## src/rtl/sg_desc_walker.sv

```systemverilog
module sg_desc_walker #(
  parameter int ADDR_W = 32,
  parameter int CNT_W  = 32
) (
  input  logic              clk,
  input  logic              rst_n,
  input  logic              start,
  input  logic [ADDR_W-1:0] table_base,
  input  logic [CNT_W-1:0]  expect_bytes,
  output logic              dsc_req,
  output logic [ADDR_W-1:0] dsc_addr,
  input  logic              dsc_ack,
  input  logic [63:0]       dsc_data,
  output logic              beat_req,
  output logic [ADDR_W-1:0] beat_addr,
  input  logic              beat_ack,
  output logic              busy,
  output logic              done,
  output logic              irq,
  output logic              err_len,
  output logic              err_desc,
  output logic [1:0]        err_state
);

  localparam int LEN_W = 16;
  localparam logic [ADDR_W-1:0] DSC_STEP = ADDR_W'(8);
  localparam logic [ADDR_W-1:0] BEAT_STEP = ADDR_W'(4);
  localparam logic [LEN_W-1:0] LAST_BEAT = LEN_W'(4);

  typedef enum logic [1:0] {
    PH_STOP  = 2'd0,
    PH_FETCH = 2'd1,
    PH_ADDR  = 2'd2,
    PH_MOVE  = 2'd3
  } phase_t;

  phase_t            ph;
  logic [63:0]       cur;
  logic [ADDR_W-1:0] ptr;
  logic [ADDR_W-1:0] wptr;
  logic [LEN_W-1:0]  left;
  logic [CNT_W-1:0]  sum;
  logic [CNT_W-1:0]  want;

  wire              f_valid = cur[0];
  wire              f_end   = cur[1];
  wire              f_int   = cur[2];
  wire [1:0]        f_act   = cur[5:4];
  wire [LEN_W-1:0]  f_len   = cur[31:16];
  wire [ADDR_W-1:0] f_addr  = cur[32 +: ADDR_W];

  wire is_move = (f_act == 2'b10);
  wire is_link = (f_act == 2'b11);
  wire addr_bad = (f_addr[1:0] != 2'b00);
  wire len_bad  = (f_len[1:0] != 2'b00);
  wire shape_bad = (is_link && addr_bad) || (is_move && (addr_bad || len_bad));
  wire [CNT_W-1:0] sum_nx = sum + (is_move ? CNT_W'(f_len) : '0);

  assign busy      = (ph != PH_STOP);
  assign dsc_req   = (ph == PH_FETCH);
  assign dsc_addr  = ptr;
  assign beat_req  = (ph == PH_MOVE);
  assign beat_addr = wptr;

  always_ff @(posedge clk or negedge rst_n) begin
    if (!rst_n) begin
      ph        <= PH_STOP;
      cur       <= '0;
      ptr       <= '0;
      wptr      <= '0;
      left      <= '0;
      sum       <= '0;
      want      <= '0;
      done      <= 1'b0;
      irq       <= 1'b0;
      err_len   <= 1'b0;
      err_desc  <= 1'b0;
      err_state <= 2'd0;
    end else begin
      done <= 1'b0;
      irq  <= 1'b0;
      case (ph)
        PH_STOP: begin
          if (start) begin
            ptr       <= table_base;
            want      <= expect_bytes;
            sum       <= '0;
            err_len   <= 1'b0;
            err_desc  <= 1'b0;
            err_state <= 2'd0;
            ph        <= PH_FETCH;
          end
        end
        PH_FETCH: begin
          if (dsc_ack) begin
            cur <= dsc_data;
            ph  <= PH_ADDR;
          end
        end
        PH_ADDR: begin
          if (!f_valid) begin
            err_desc  <= 1'b1;
            err_state <= PH_FETCH;
            ph        <= PH_STOP;
          end else if (shape_bad) begin
            err_desc  <= 1'b1;
            err_state <= PH_ADDR;
            ph        <= PH_STOP;
          end else if (is_move && f_len != '0) begin
            wptr <= f_addr;
            left <= f_len;
            sum  <= sum_nx;
            ph   <= PH_MOVE;
          end else begin
            sum <= sum_nx;
            irq <= f_int;
            if (f_end) begin
              done <= 1'b1;
              ph   <= PH_STOP;
              if (sum_nx != want) begin
                err_len   <= 1'b1;
                err_state <= is_move ? PH_MOVE : PH_ADDR;
              end
            end else begin
              ptr <= is_link ? f_addr : ptr + DSC_STEP;
              ph  <= PH_FETCH;
            end
          end
        end
        PH_MOVE: begin
          if (beat_ack) begin
            wptr <= wptr + BEAT_STEP;
            left <= left - LAST_BEAT;
            if (left == LAST_BEAT) begin
              irq <= f_int;
              if (f_end) begin
                done <= 1'b1;
                ph   <= PH_STOP;
                if (sum != want) begin
                  err_len   <= 1'b1;
                  err_state <= PH_MOVE;
                end
              end else begin
                ptr <= ptr + DSC_STEP;
                ph  <= PH_FETCH;
              end
            end
          end
        end
        default: ph <= PH_STOP;
      endcase
    end
  end

  assert_fetch_hold_R2: assert property (@(posedge clk) disable iff (!rst_n)
    (dsc_req && !dsc_ack) |=> (dsc_req && $stable(dsc_addr)));

  assert_beat_hold_R4: assert property (@(posedge clk) disable iff (!rst_n)
    (beat_req && !beat_ack) |=> (beat_req && $stable(beat_addr)));

  assert_beat_align_R4: assert property (@(posedge clk) disable iff (!rst_n)
    beat_req |-> (beat_addr[1:0] == 2'b00));

  assert_done_pulse_R6: assert property (@(posedge clk) disable iff (!rst_n)
    done |=> !done);

  assert_done_idle_R6: assert property (@(posedge clk) disable iff (!rst_n)
    done |-> !busy);

  assert_irq_pulse_R7: assert property (@(posedge clk) disable iff (!rst_n)
    irq |=> !irq);

  assert_bad_halt_R8: assert property (@(posedge clk) disable iff (!rst_n)
    $rose(err_desc) |-> (!busy && !done && err_state != 2'd0));

  assert_idle_clean_R12: assert property (@(posedge clk) disable iff (!rst_n)
    (!busy && $past(busy) && !err_len && !err_desc) |-> (err_state == 2'd0));

endmodule

```

## config.mk

```make
export PLATFORM = sky130hd
export DESIGN_NAME = sg_desc_walker
export DESIGN_NICKNAME = d
export VERILOG_FILES = /design/src/rtl/sg_desc_walker.sv
export SDC_FILE = /design/constraint.sdc
export NUM_CORES = 1
export LEC_CHECK = 0
export CAP_MARGIN = 0
export CORE_ASPECT_RATIO = 0.75
export CORE_MARGIN = 3
export CORE_UTILIZATION = 30
export DETAILED_ROUTE_END_ITERATION = 7
export SLEW_MARGIN = 25
export SYNTH_ARGS = -nofsm -noshare
export SYNTH_HDL_FRONTEND = slang
export SYNTH_SLANG_ARGS = --single-unit
```

## constraint.sdc

```tcl
create_clock -name clk -period 4.55 [get_ports clk]
set_input_delay 0.6825 -clock clk [delete_from_list [all_inputs] [get_ports clk]]
set_output_delay 0.6825 -clock clk [all_outputs]
set_load 0.1 [all_outputs]
```

==> flow_metrics.env, run 1 <==
export IMPL_startpoint_type="register"
export IMPL_core_area_um2=39900
export IMPL_ys_seq_area_frac=0.420
export IMPL_fin_tns_setup_ns=0
export IMPL_p_leak_nw=6.40
export IMPL_syn2layout_area_growth_pct=26.6
export IMPL_crit_type="register to register"
export IMPL_clk_path_buf_depth=3
export IMPL_finalHoldViolations=0
export IMPL_postSynthCellCount=1412
export IMPL_rsz0062_at_grt="false"
export IMPL_clkLatencyLatePin_ns=0.55
export IMPL_fp_dieH_um=181
export IMPL_p_per_area_nw_per_um2=842
export IMPL_p_total_mw=13.0
export IMPL_status="finished clean"
export IMPL_clock_root_buffer="clkbuf_16"
export IMPL_yosysUniqueCellTypes=86
export IMPL_grt_pass1_vias=10797
export IMPL_mostFrequentLayoutCells="nand2_1, dfrtp_1, clkdlybuf4s50_1, o21ai_0, nor2_1"
export IMPL_ir_drop_mv=0.517
export IMPL_gr_usage_met3=0.0308
export IMPL_synth_warnings=0
export IMPL_cts_made_buffers=24
export IMPL_max_slew_worst_pin_slew_ns=1.08
export IMPL_min_period_ns=4.32
export IMPL_clkTransAtPathRegs_ns=0.07
export IMPL_setup_viol=0
export IMPL_end_kind="register"
export IMPL_dr_first_iter_drc_count=1066
export IMPL_drive_above_1_share=0.0967
export IMPL_final_common_cell="nand2_1"
export IMPL_cts_sinks=205
export IMPL_grt_pass1_wl_mm=66.8
export IMPL_ioPinCount=206
export IMPL_numPortBuffers=194
export IMPL_dieArea_um2=43200
export IMPL_avgSynthCellArea_um2=8.65
export IMPL_cp_arrival_ns=4.75
export IMPL_start_util=0.306
export IMPL_antenna_found_initial=3
export IMPL_fmax_ghz=0.232
export IMPL_fin_skew_ns=0.0207
export IMPL_grt_max_degree=82
export IMPL_synth_edf_count=0
export IMPL_wl_per_cell_um=20.8
export IMPL_place_congestion=0.922
export IMPL_globalRoute_busiestLayer="met1"
export IMPL_gr_usage_met2=0.266
export IMPL_synth_ff_type="dfrtp_1"
export IMPL_grtUsageMet1=0.320
export IMPL_wl_mm=43.9
export IMPL_gr_total_overflow=0
export IMPL_drt_first_pass_iters=5
export IMPL_synth_nets=1566
export IMPL_hold_class="input port to async pin"
export IMPL_htreeDepth=1
export IMPL_layout_nets=1730
export IMPL_die_width_um=239
export IMPL_fin_util=0.388
export IMPL_ys_ff_latch=205
export IMPL_max_cap_viol_count=0
export IMPL_async_reset_ff_frac=1.00
export IMPL_slew_limit_headroom=0.275
export IMPL_synth_area_um2=12200
export IMPL_grtUsageTotal=0.198
export IMPL_drt_antenna_violating_nets=0
export IMPL_cts_tree="yes"
export IMPL_drc=0
export IMPL_num_rows=63
export IMPL_report_final_slew_viol_count=0
export IMPL_finalCritPeriodShare=0.949
export IMPL_path_max_fanout=17
export IMPL_routed_via_density=5.38
export IMPL_vias=11369
export IMPL_required_ns=4.98
export IMPL_hpwl_mm=32.6
export IMPL_holdBufCountCts=0
[state kept, by name, summed over array words and instances, names as in the netlist]
name	count
done	1
err_state	2
ph	2
err_len	1
err_desc	1
beat_addr	32
dsc_addr	32
sum	32
want	32
left	16
cur	53
irq	1
[power breakdown]
part	total (mW)	internal (mW)	switching [mW]
Combinational	7.28	2.31	4.97
Clock	1.93	1.10	0.829
Sequential	3.81	2.65	1.16
Total	13.0	6.06	6.96
[cell usage after synthesis, types with 11 or more instances]
library cell,number,share of area
clkbuf_1,60,0.018
xnor2_1,27,0.019
nand4_1,21,0.011
nor4_1,17,0.0087
ha_1,20,0.020
nand2_1,239,0.073
nor2_1,122,0.037
nand2b_1,11,0.0056
nand3_1,49,0.020
dfrtp_1,205,0.42
and3_1,16,0.0082
a21oi_1,103,0.042
a31oi_1,15,0.0077
o31ai_1,13,0.0080
inv_1,23,0.0071
mux2_2,54,0.050
nor3_1,15,0.0061
o21ai_0,129,0.053
o22ai_1,30,0.015
xor2_1,47,0.034
and2_1,22,0.011
[worst paths after layout]
| check | start | endpoint | slack [ns] | depth (start not counted) |
|---|---|---|---|---|
| hold reg to reg | want[26] | want[26] | 0.49 | 2 |
| setup reg to reg | cur[5] | err_state[0] | 0.23 | 14 |
| max in group asynchronous | rst_n | want[8] | 3.28 | 2 |
| setup / recovery | cur[5] | err_state[0] | 0.23 | 14 |
| min in group clk | want[26] | want[26] | 0.49 | 2 |
| hold / removal | rst_n | dsc_addr[1] | 0.14 | 1 |
[routing by layer]
metal | vias up | routed length, um
met5 | - | 0
met4 | 0 | 1320
met3 | 60 | 2860
met2 | 411 | 17600
met1 | 5527 | 22200
li1 | 5371 | -
[cells by family (layout without fill, tap and decap cells)]
logic type,after synthesis,count (layout),share of synthesized area
AO/OA/AOI/OAI,384,384,0.194
multiplexers,63,63,0.0576
adder cells (fa/ha/maj),21,21,0.0221
flip-flops,205,205,0.420
XOR/XNOR,77,77,0.0586
buffers and inverters,106,286,0.0368
other,0,3,0
AND/OR/NAND/NOR,556,556,0.211
[stage by stage]
stage / hold WS, ns / instance area (um2) / cells / setup slack (ns)
floorplan: 0.387 / 12200 / 1412 / 0.665
global placement: 0.462 / 14700 / 2068 / 0.141
detailed placement: 0.470 / 14700 / 2068 / 0.144
CTS: 0.183 / 15400 / 2110 / 0.0744
global route: 0.207 / 15500 / 2115 / 0.0273
finish: 0.144 / 15500 / 2115 / 0.232
[what timing repair did]
item | in CTS | in global routing
endpoints found under the setup margin | 0 | 2
setup buffers | 0 | 2
resized for setup | 0 | 4
[final cells by class]
type / instances / area, um2
antenna: 3 / 7.51
fill: 4045 / 24400
sequential: 205 / 5130
multi-input combinational: 1101 / 6670
timing repair buffer: 221 / 2160
clock inverter: 9 / 109
tap: 520 / 651
inverter: 23 / 86.3
clock buffer: 33 / 644
[critical path, cell delays in order (launching register included)]
cell	delay [ns]
dfrtp_1	0.38
nor2b_1	0.26
buf_4	0.28
nand2_1	0.14
inv_1	0.07
ha_1	0.23
a211oi_2	0.29
o21ai_2	0.19
a41oi_1	0.50
and2_0	0.38
o21ai_0	0.19
a2111oi_2	0.43
nand4_1	0.23
o211a_1	0.31
mux2_4	0.30
Note: power is estimated with default switching activity, not from simulation.
==> inputs of run 2 (changes only) <==
- MAX_ROUTING_LAYER: default -> met4
==> run 2 against run 1 <==
Cell area rose by 0.18%. Die area did not move. Routed wire length barely moved. Register-to-register slack improved by 0.02 ns. Via count rose by 0.24%. Clock skew barely moved. Sequential share of layout area fell by 0.059 points. Worst hold slack improved by 0.022 ns. First-iteration DRC count rose by 4.3%. Global-route usage rose by 0.72 points. Sequential cell count did not move. Sequential power barely moved. Critical path type unchanged. Highest routed layer unchanged.
==> flow_metrics.env, run 2 (synthesized netlist as in run 1, its figures left out) <==
export IMPL_fin_skew_ns=0.0211
export IMPL_p_int_mw=6.06
export IMPL_p_per_area_nw_per_um2=840
export IMPL_slew_limit_headroom=0.293
export IMPL_switching_share=0.534
export IMPL_drive_above_1_share=0.101
export IMPL_hold_class="input port to async pin"
export IMPL_rsz0062_at_grt="false"
export IMPL_finalCritPeriodShare=0.945
export IMPL_clk_path_buf_depth=3
export IMPL_required_ns=4.98
export IMPL_largest_reg_flops=53
export IMPL_grt_max_degree=113
export IMPL_cp_arrival_ns=4.73
export IMPL_dr_first_iter_drc_count=1112
export IMPL_max_slew_worst_pin_slew_ns=1.06
export IMPL_ioPinCount=206
export IMPL_setup_viol=0
export IMPL_fillers=4019
export IMPL_fp_dieH_um=181
export IMPL_rr_startpoint="cur[4]"
export IMPL_drt_first_pass_iters=5
export IMPL_max_cap_viol_count=0
export IMPL_routed_via_density=5.40
export IMPL_regMostFlops="cur"
export IMPL_clock_root_buffer="clkbuf_16"
export IMPL_post_place_ws_ns=0.237
export IMPL_p_clk_frac=0.149
export IMPL_seqPwrFrac=0.294
export IMPL_clkTransAtPathRegs_ns=0.06
export IMPL_finalHoldViolations=0
export IMPL_holdBufCountCts=0
export IMPL_num_rows=63
export IMPL_cts_made_buffers=24
export IMPL_drt_antenna_violating_nets=0
export IMPL_grt_pass1_vias=10785
export IMPL_antenna_found_initial=1
export IMPL_reg2reg_slack_ns=0.25
export IMPL_ir_drop_mv=0.510
export IMPL_wl_mm=43.9
export IMPL_r2r_cells=15
export IMPL_clkLatencyLatePin_ns=0.54
export IMPL_status="finished clean"
export IMPL_report_final_slew_viol_count=0
export IMPL_fmax_ghz=0.232
export IMPL_gr_usage_met2=0.269
export IMPL_p_switching_mw=6.95
export IMPL_cts_sinks=205
export IMPL_start_util=0.306
export IMPL_crit_path_start="cur[4]"
export IMPL_layout_nets=1728
export IMPL_end_kind="register"
export IMPL_combinationalPowerShare=0.558
export IMPL_startpoint_type="register"
export IMPL_drc=0
export IMPL_core_area_um2=39900
export IMPL_p_leak_nw=6.41
export IMPL_die_width_um=239
export IMPL_globalRoute_busiestLayer="met1"
export IMPL_gr_usage_met3=0.0324
export IMPL_dp_cells=2065
export IMPL_p_total_mw=13.0
export IMPL_final_area_um2=15500
export IMPL_place_congestion=0.945
export IMPL_mostFrequentLayoutCells="nand2_1, dfrtp_1, clkdlybuf4s50_1, o21ai_0, nor2_1"
export IMPL_vias=11396
export IMPL_wl_per_cell_um=20.8
export IMPL_path_max_fanout=4
export IMPL_fin_tns_setup_ns=0
export IMPL_grtUsageTotal=0.206
export IMPL_final_common_cell="nand2_1"
export IMPL_final_cells=2112
export IMPL_min_period_ns=4.30
export IMPL_cts_tree="yes"
export IMPL_gr_total_overflow=0
export IMPL_syn2layout_area_growth_pct=26.8
export IMPL_htreeDepth=1
export IMPL_worst_slack_ns=0.248
export IMPL_r2r_end="err_state[0]"
export IMPL_grtUsageMet1=0.327
export IMPL_crit_end="err_state[0]"
export IMPL_grt_pass1_wl_mm=66.9
export IMPL_hpwl_mm=32.6
export IMPL_numPortBuffers=194
export IMPL_placed_cell_area_um2=14600
export IMPL_crit_type="register to register"
export IMPL_dieArea_um2=43200
## run 2: cell count changes in the layout (fill, tap and decap cells not counted), moves of 2 or more
cell      delta
clkbuf_1     -4
buf_4        -2
ha_1         -2
ha_2         +2
## run 2: routing by layer
| layer | part of all wire | up-vias |
|---|---|---|
| met5 | 0 | - |
| met4 | 0.020 | 0 |
| met3 | 0.067 | 60 |
| met2 | 0.40 | 393 |
| met1 | 0.51 | 5569 |
| li1 | - | 5374 |
## run 2: power by group through the flow
| stage | clock network (mW) | logic [mW] | registers [mW] |
|---|---|---|---|
| 6_report | 1.93 | 7.25 | 3.82 |
| 5_1_grt | 2.06 | 7.78 | 3.93 |
| 4_1_cts | 1.99 | 7.21 | 3.79 |
| 3_5_place_dp | 0 | 7.18 | 3.81 |
| 3_3_place_gp | 0 | 7.13 | 3.79 |
| 2_1_floorplan | 0 | 3.40 | 5.40 |
## run 2: final cells by class
cell class / instances / area [um2] / area share
diodes: 3 / 7.51 / 0.000485
clock buffers: 30 / 643 / 0.0415
clock inverters: 11 / 125 / 0.00808
inverters: 23 / 86.3 / 0.00557
multi-input cells: 1101 / 6700 / 0.433
flip-flops and latches: 205 / 5130 / 0.331
well taps: 520 / 651 / 0.0420
repair buffers: 219 / 2140 / 0.138
## run 2: repair_timing
action | 4_1_cts | 5_1_grt
endpoints found under the setup margin | 0 | 2
setup buffers | 0 | 3
resized for setup | 0 | 8
## run 2: through the flow
stage / hold WS, ns / util
after floorplan: 0.387 / -
after global placement: 0.462 / 0.367
after detailed placement: 0.468 / 0.367
after CTS: 0.327 / 0.386
after global routing: 0.310 / 0.388
final: 0.166 / 0.388
## run 2: how the worst min path moves through the flow
stage          cells after the start   start      endpoint
2_1_floorplan                      0   rst_n  beat_addr[0]
3_3_place_gp                       1  cur[2]           irq
3_5_place_dp                       1  cur[2]           irq
4_1_cts                            1   rst_n      want[26]
5_1_grt                            1   rst_n  err_state[1]
6_report                           1   rst_n      want[26]
## run 2: critical path: stages (launching register included)
cell       delay, ns
dfrtp_1         0.41
nor2b_2         0.20
and2_1          0.15
ha_1            0.18
inv_1           0.07
fa_1            0.48
xnor2_1         0.15
nor3_1          0.32
o211ai_1        0.19
nor4_1          0.36
nand4b_1        0.13
a2111oi_0       0.47
and4_1          0.28
nand4_1         0.18
o211a_1         0.31
mux2_4          0.30
==> inputs of run 3 (changes only) <==
- CAP_MARGIN: 0 -> 20
==> results of run 3 <==
Final layout, timing and power as in run 2 (identical DEF).
